File: src/rtl/simd_lse_pkg.sv
package simd_lse_pkg;
  localparam int INSN_W    = 32;
  localparam int LANE_W    = 32;
  localparam int NUM_LANES = 2;
  localparam int DATA_W    = LANE_W * NUM_LANES;
  localparam int BYTE_W    = 8;
  localparam int HALF_W    = 16;
  localparam int PO_W      = 6;
  localparam int XO_W      = 11;

  localparam logic [PO_W-1:0] PO_VEC  = 6'd4;
  localparam logic [XO_W-1:0] XO_EQV  = 11'd537;
  localparam logic [XO_W-1:0] XO_SXB  = 11'd522;
  localparam logic [XO_W-1:0] XO_SXH  = 11'd523;

  typedef enum logic [1:0] {
    OP_NONE = 2'd0,
    OP_EQV  = 2'd1,
    OP_SXB  = 2'd2,
    OP_SXH  = 2'd3
  } op_e;
endpackage

File: src/rtl/simd_lse_decode.sv
module simd_lse_decode
  import simd_lse_pkg::*;
#(
  parameter int IW = INSN_W
) (
  input  logic [IW-1:0] insn_i,
  output op_e           op_o,
  output logic          illegal_o
);
  logic [PO_W-1:0] po;
  logic [XO_W-1:0] xo;

  // big-endian bits 0:5 are the top of the word, bits 21:31 the bottom
  assign po = insn_i[IW-1 -: PO_W];
  assign xo = insn_i[XO_W-1:0];

  always_comb begin
    op_o = OP_NONE;
    if (po == PO_VEC) begin
      unique case (xo)
        XO_EQV:  op_o = OP_EQV;
        XO_SXB:  op_o = OP_SXB;
        XO_SXH:  op_o = OP_SXH;
        default: op_o = OP_NONE;
      endcase
    end
  end

  assign illegal_o = (op_o == OP_NONE);
endmodule

File: src/rtl/simd_lse_lane.sv
module simd_lse_lane
  import simd_lse_pkg::*;
#(
  parameter int LW = LANE_W,
  parameter int BW = BYTE_W,
  parameter int HW = HALF_W
) (
  input  op_e           op_i,
  input  logic [LW-1:0] a_i,
  input  logic [LW-1:0] b_i,
  output logic [LW-1:0] res_o
);
  localparam int BFILL = LW - BW;
  localparam int HFILL = LW - HW;

  logic [LW-1:0] eqv_res, sxb_res, sxh_res;

  assign eqv_res = ~(a_i ^ b_i);
  assign sxb_res = {{BFILL{a_i[BW-1]}}, a_i[BW-1:0]};
  assign sxh_res = {{HFILL{a_i[HW-1]}}, a_i[HW-1:0]};

  always_comb begin
    unique case (op_i)
      OP_EQV:  res_o = eqv_res;
      OP_SXB:  res_o = sxb_res;
      OP_SXH:  res_o = sxh_res;
      default: res_o = '0;
    endcase
  end
endmodule

File: src/rtl/simd_lse_unit.sv
module simd_lse_unit
  import simd_lse_pkg::*;
#(
  parameter int IW = INSN_W,
  parameter int LW = LANE_W,
  parameter int NL = NUM_LANES,
  localparam int DW = LW * NL
) (
  input  logic          clk_i,
  input  logic          rst_ni,
  input  logic          valid_i,
  input  logic [IW-1:0] insn_i,
  input  logic [DW-1:0] src_a_i,
  input  logic [DW-1:0] src_b_i,
  output logic          valid_o,
  output logic          illegal_o,
  output logic [DW-1:0] result_o
);
  op_e           op;
  logic          dec_illegal;
  logic [DW-1:0] lane_res;
  logic          valid_q, illegal_q;
  logic [DW-1:0] result_q;

  simd_lse_decode #(.IW(IW)) u_dec (
    .insn_i    (insn_i),
    .op_o      (op),
    .illegal_o (dec_illegal)
  );

  // lane NL-1 occupies the top bits: element 0 in big-endian numbering
  for (genvar l = 0; l < NL; l++) begin : g_lane
    simd_lse_lane #(.LW(LW), .BW(BYTE_W), .HW(HALF_W)) u_lane (
      .op_i  (op),
      .a_i   (src_a_i[l*LW +: LW]),
      .b_i   (src_b_i[l*LW +: LW]),
      .res_o (lane_res[l*LW +: LW])
    );
  end

  always_ff @(posedge clk_i or negedge rst_ni) begin
    if (!rst_ni) begin
      valid_q   <= 1'b0;
      illegal_q <= 1'b0;
      result_q  <= '0;
    end else begin
      valid_q   <= valid_i;
      illegal_q <= valid_i & dec_illegal;
      if (valid_i) result_q <= dec_illegal ? '0 : lane_res;
    end
  end

  assign valid_o   = valid_q;
  assign illegal_o = illegal_q;
  assign result_o  = result_q;
endmodule

File: config.mk
export PLATFORM = sky130hd
export DESIGN_NAME = simd_lse_unit
export DESIGN_NICKNAME = d
export VERILOG_FILES = /design/src/rtl/simd_lse_pkg.sv /design/src/rtl/simd_lse_decode.sv /design/src/rtl/simd_lse_lane.sv /design/src/rtl/simd_lse_unit.sv
export SDC_FILE = /design/constraint.sdc
export NUM_CORES = 1
export LEC_CHECK = 0
export BUFFER_PORTS_ARGS = -buffer_cell sky130_fd_sc_hd__buf_2
export CAP_MARGIN = 20
export CORE_UTILIZATION = 43
export DETAILED_ROUTE_END_ITERATION = 6
export PLACE_DENSITY = 0.81
export SYNTH_ARGS = -nofsm -noshare
export SYNTH_HDL_FRONTEND = slang
export SYNTH_SLANG_ARGS = --single-unit
File: constraint.sdc
create_clock -name clk_i -period 1.1 [get_ports clk_i]
set_clock_uncertainty 0.05 [all_clocks]
set_input_delay 0.055 -clock clk_i [delete_from_list [all_inputs] [get_ports clk_i]]
set_output_delay 0.055 -clock clk_i [all_outputs]
set_load 0.01 [all_outputs]
-- Word level (Yosys, flattened, before mapping)
Index checks and enable logic that the tools add are counted.
- register bits after elaboration: 66
- bits of input ports: 163
- equal/unequal tests: 7
- mux-type cells: 5
- bitwise operators: 5
- reductions and logical operators: 1
- operators by type and width (kind ; count):
    $pmux 32 s3 ; 2
    $mux 64 ; 1
    $not 32->32 ; 2
    $xor 32x32->32 ; 2
    $eq 11x10->1 const B ; 3
    $eq 6x3->1 const B ; 1
    $pmux 2 s3 ; 1
    $eq 2x2->1 const B ; 2
    $eq 2x1->1 const B ; 1
    $logic_not 2->1 ; 1
    $mux 2 ; 1
    $and 1x1->1 ; 1

-- Depth between registers and ports, before layout
- depth after elaboration: 6
- mapped depth: 7
- gate-level depth less buffers: 5

-- Cells and area by module
From an unflattened synthesis, not the netlist that was laid out.
- cells, all modules: 484
- area, all modules: 4440.5 um^2
- by module, submodules not included (module ; instances ; cells each ; area each (um^2) ; sequential area each (um^2)):
    simd_lse_unit ; 1 ; 277 ; 2827.7 ; 1651.6
    simd_lse_lane ; 2 ; 97 ; 758.2 ; 0.0
    simd_lse_decode ; 1 ; 13 ; 96.3 ; 0.0

-- Worst setup path before layout
Ideal clock, no wire load.
- kind: input -> register
- start: input port insn_i[8]
- end: register result_q[33], in the netlist result_o[33]
- setup time: 78 ps
- data arrival time: 1478 ps
- slack: -506 ps
- stages: 6
- cells stage by stage: or3b_2 or3_1 clkbuf_1 buf_6 o32ai_1 o21bai_1
- word-level cells in the longest chain between the ends: 6
- elaborated cells on any way between the ends: 11
- those cells by class: eq/ne: 6; mux: 4; reduce/logical: 1
- ends and longest elaborated chain (what ; line ; RTL):
    start, declared ; simd_lse_unit.sv:12 ; input logic [IW-1:0] insn_i,
    $eq 11x10->1 ; simd_lse_decode.sv:20 ; unique case (xo)
    $pmux 2 s3 (*) ; simd_lse_decode.sv:20 ;
    $mux 2 (*) ; simd_lse_decode.sv:19 ; if (po == PO_VEC) begin
    $eq 2x2->1 or $eq 2x1->1 (tied branches) ; simd_lse_lane.sv:23 ; unique case (op_i)
    $pmux 32 s3 ; simd_lse_lane.sv:23 ;
    $mux 64 (*) ; simd_lse_unit.sv:49 ; if (valid_i) result_q <= dec_illegal ? '0 : lane_res;
    end signal, assigned ; simd_lse_unit.sv:49 ;
    end, declared ; simd_lse_unit.sv:23 ; logic [DW-1:0] result_q;
Every way passes the cells marked *; elsewhere a longest branch is shown, timed or not.
A chain may end at the register's enable or synchronous reset.

-- Final worst setup path
- start: input port insn_i[2]
- end: register result_q[50], in the netlist result_o[50]
Same word-level chain as after synthesis.

==> results by stage <==
Routing:
- In the routed design, unresolved DRC markers number 0.
- The first detailed-routing pass took 5 iterations.
- The final wirelength is 20,660 um.
- In this run, the number of DRC markers left after iteration 0 of detailed routing was ~460.
- Detailed routing inserted a total of 5,015 vias.
- Dividing the detail-routed via count by the number of cells gives 6.238.
- The top layer used by detailed routing is met5.
- The wire length on met1 is about 7100 um.
- Summed over all nets, wire length on met3 after detailed routing comes to roughly 2400 um.
- Dividing the detail-routed wire length by the instance count gives roughly 26 um.
- The met2 layer wire length in the routed design is 9257 um.
- Once detail routing completed, the nets flagged for antenna violations numbered 0.

Setup path:
- The end of the worst register-to-register path is result_o[62].
- The beginning of the worst register-to-register path is result_o[62].
- The most critical setup path has its endpoint at result_o[50].
- STA classifies the critical path startpoint as an input pin.
- The largest fanout on the critical path is 8.
- The arrival time reported for the critical path endpoint is 1.77 ns.
- Setup slack on the worst reg-to-reg path comes out at 0.18 ns.
- Counting cells, the worst reg-to-reg path comes to 2.
- The worst setup path startpoint is insn_i[2].
- STA puts the critical path data required time at ~1.3 ns.
- The worst setup path is of the input pin to register kind.
- STA classifies the critical path endpoint as a register.

Layout:
- In the final layout, the multi-input gates occupy 0.002178 mm2.
- The area used by sequential logic in the layout is between 0.0015 and 0.002 mm2.
- The area growth from synthesis to layout is 99.12%.
- The number of filler instances in the final layout is 289.
- The finished cells cover 0.007106 mm2.
- The final instance count without filler cells is ~800.
- The top cell types in the final layout, fill and taps aside, are buf_2 (209), dlygate4sd3_1 (98), dfrtp_1 (66), inv_1 (43), xor2_1 (35).
- The final cell utilization of the core is between 90% and 100%.
- The proportion of layout cells with a drive suffix above 1 is 49.07%.
- The library cell used most frequently in the layout, excluding fill and tap cells, is buf_2.
- The net count of the finished layout is 857.

GRT:
- The largest net degree at the start of global routing is 67.
- The wire length of the first global-routing pass is 24,490 um.
- The global route total overflow is 0.
- Across every metal layer, demand over resource in global routing totals 37.57%.
- The number of global-route vias before repair is 4,762.
- The number of antenna violations at the first check in global routing came to 4.

CTS:
- TritonCTS created 9 clock buffers.
- The number of H-tree branching levels is 3.
- The clock reaches the later pin of the worst-skew pair after 0.35 ns.
- The clock transition time at the flip-flop clock pins of the worst setup and hold paths is 0.09 ns.
- Counting along the longest clock path gives a buffer depth of 2.
- For this design, the sink count on the clock tree is 66.
- CTS placed an instance of clkbuf_8 at the clock tree root.
- TritonCTS built the clock tree.

Synth:
- The number of nets in the synthesized netlist is roughly 520.
- The number of synthesized register bits is 66.
- The average size of a mapped cell is approximately 10 um2.
- The number of enable-type register cells in the synthesized netlist is 0.
- Counting flops with an async set or reset pin after synthesis yields a share of between 90% and 100%.
- Summing every instance area after synthesis gives about 0.0036 mm2.
- The share of the Yosys chip area taken by registers is 46.28%.
- Yosys printed 0 warnings.
- The count of different cell masters after synthesis is 33.
- Synthesis produced 353 cells.
- The most used flip-flop cell after synthesis is dfrtp_1.

STA:
- Static timing analysis puts the maximum clock frequency at about 0.64 GHz.
- Counting I/O delays and the setup requirement, the final critical path takes 1.567 ns.
- The worst hold slack across all endpoints is -0.0009603 ns.
- The share of the clock period used by the worst path is 142.5%.
- Setup total negative slack on the finished layout was measured at -21.32 ns.
- Setup repair after global routing could not meet its margin everywhere.
- The minimum setup slack in the final design is -0.4675 ns.
- At the pin with the least slew margin, the transition time is 0.4946 ns.
- The number of endpoints failing setup at the final stage is 64.
- The worst slew margin relative to its limit is 67.03%.
- The final-report hold violation count is 2.
- The number of pins exceeding their max-slew limit in the final report is 0.

Place:
- The post-place instance area is 0.004949 mm2.
- The detailed-placement wirelength estimate is 8222 um.
- At the end of routability-driven placement, the weighted congestion stood at ~0.81.
- The number of instances in the placed design is ~670.
- The count of input and output buffers is 213.

Pwr:
- In this run the power density over the cells is 932.9 mW/mm2.
- The standby leakage power is ~3.5 nW.
- IR analysis of the VDD net gives a maximum drop of 0.0007872 V.
- The power consumption is ~6.6 mW.

Floorplanning:
- The total core area is 0.007888 mm2.
- The die is 93.10 um tall.
- The I/O pin total is 229.
- The floorplan die width is 93.10 um.
- The site row count is 32.
- The floorplan die area is 0.008667 mm2.
- The initial cell density of the core is 45.24%.

Run status:
- The flow ran to the end, but the final reports show violations.
- The checks that failed: negative hold slack, negative setup slack.

Hold path:
- The tightest min-delay check is of the input pin to register type.

Run:
- Max-cap violations in this run came to 0.
-- cell type report --
cell class              count  area share [%]
inverters                  43           2.272
multi-input cells         221           30.66
flip-flops and latches     66           23.24
well taps                 102           1.796
repair buffers            353           38.07
clock buffers              10           1.937
clock inverters             6           1.919
diodes                      3          0.1057
-- synthesized netlist by cell type, drive strengths merged (3+ instances only) --
library cell | number | area (um2)
inv | 43 | 161.4
clkbuf | 21 | 78.83
o221ai | 41 | 359.1
xnor2 | 14 | 122.6
nor2b | 9 | 56.30
o311ai | 14 | 167.7
a21oi | 24 | 120.1
nor2 | 3 | 11.26
a21o | 16 | 120.1
dfrtp | 66 | 1652
o21ai | 7 | 35.03
xor2 | 35 | 306.5
nand3 | 17 | 85.08
nand2 | 8 | 30.03
nand2b | 15 | 93.84
-- cell families after synthesis --
group	after synthesis	share of synthesized area (%)
AO/OA/AOI/OAI	107	23.60
flip-flops	66	46.28
buffers and inverters	66	7.188
AND/OR/NAND/NOR	65	10.90
XOR/XNOR	49	12.03
-- critical path: stages --
cell	delay (ns)
buf_6	0.10
nor4b_4	0.39
nand4_1	0.24
or3_4	0.44
buf_12	0.16
buf_16	0.15
o221ai_2	0.22
-- what timing repair did --
item / 4_1_cts / 5_1_grt
endpoints found under the setup margin: 64 / 64
hold buffers: 98 / 0
resized for setup: 66 / 48
buffers inserted: 4 / 0
endpoints found under the hold margin: 122 / 0
cloned: 6 / 5
pin swaps: 16 / 30
-- flip-flops by register name (all words and copies together) (netlist names) --
register,count
illegal_o,1
result_o,64
valid_o,1
-- how the worst min path moves through the flow --
stage | from | endpoint | slack (ns) | cells past startpoint
2_1_floorplan | rst_ni | illegal_o | -0.29 | 0
5_1_grt | src_a_i[58] | result_o[58] | 0.01 | 3
6_report | src_b_i[40] | result_o[40] | -0.001 | 4
3_5_place_dp | rst_ni | result_o[56] | 0.05 | 2
4_1_cts | src_a_i[48] | result_o[48] | 0.0002 | 3
3_3_place_gp | rst_ni | result_o[60] | 0.05 | 2
-- power by group --
part / switching (mW) / leakage [nW] / internal [mW] / total [mW]
Combinational: 0.634 / 2.45 / 0.614 / 1.25
Clock: 1.14 / 0.133 / 1.81 / 2.95
Sequential: 0.00215 / 0.918 / 2.43 / 2.43
Total: 1.78 / 3.50 / 4.85 / 6.63
-- per-stage QoR --
step	hold slack (ns)	setup WS, ns
6_report	-0.0009603	-0.4675
5_1_grt	0.01095	-0.4837
4_1_cts	0.0002016	-0.3237
3_5_place_dp	0.05236	-0.9408
3_3_place_gp	0.05247	-0.9017
2_1_floorplan	-0.2906	-0.4780
-- layer usage --
layer / vias to the layer above / track usage (%)
met1: 2355 / 40.32
met4: 2 / 25.64
met5: - / 0
met3: 192 / 10.16
met2: 500 / 64.34
li1: 1966 / -
No activity file was read; power rests on OpenSTA's default activity.
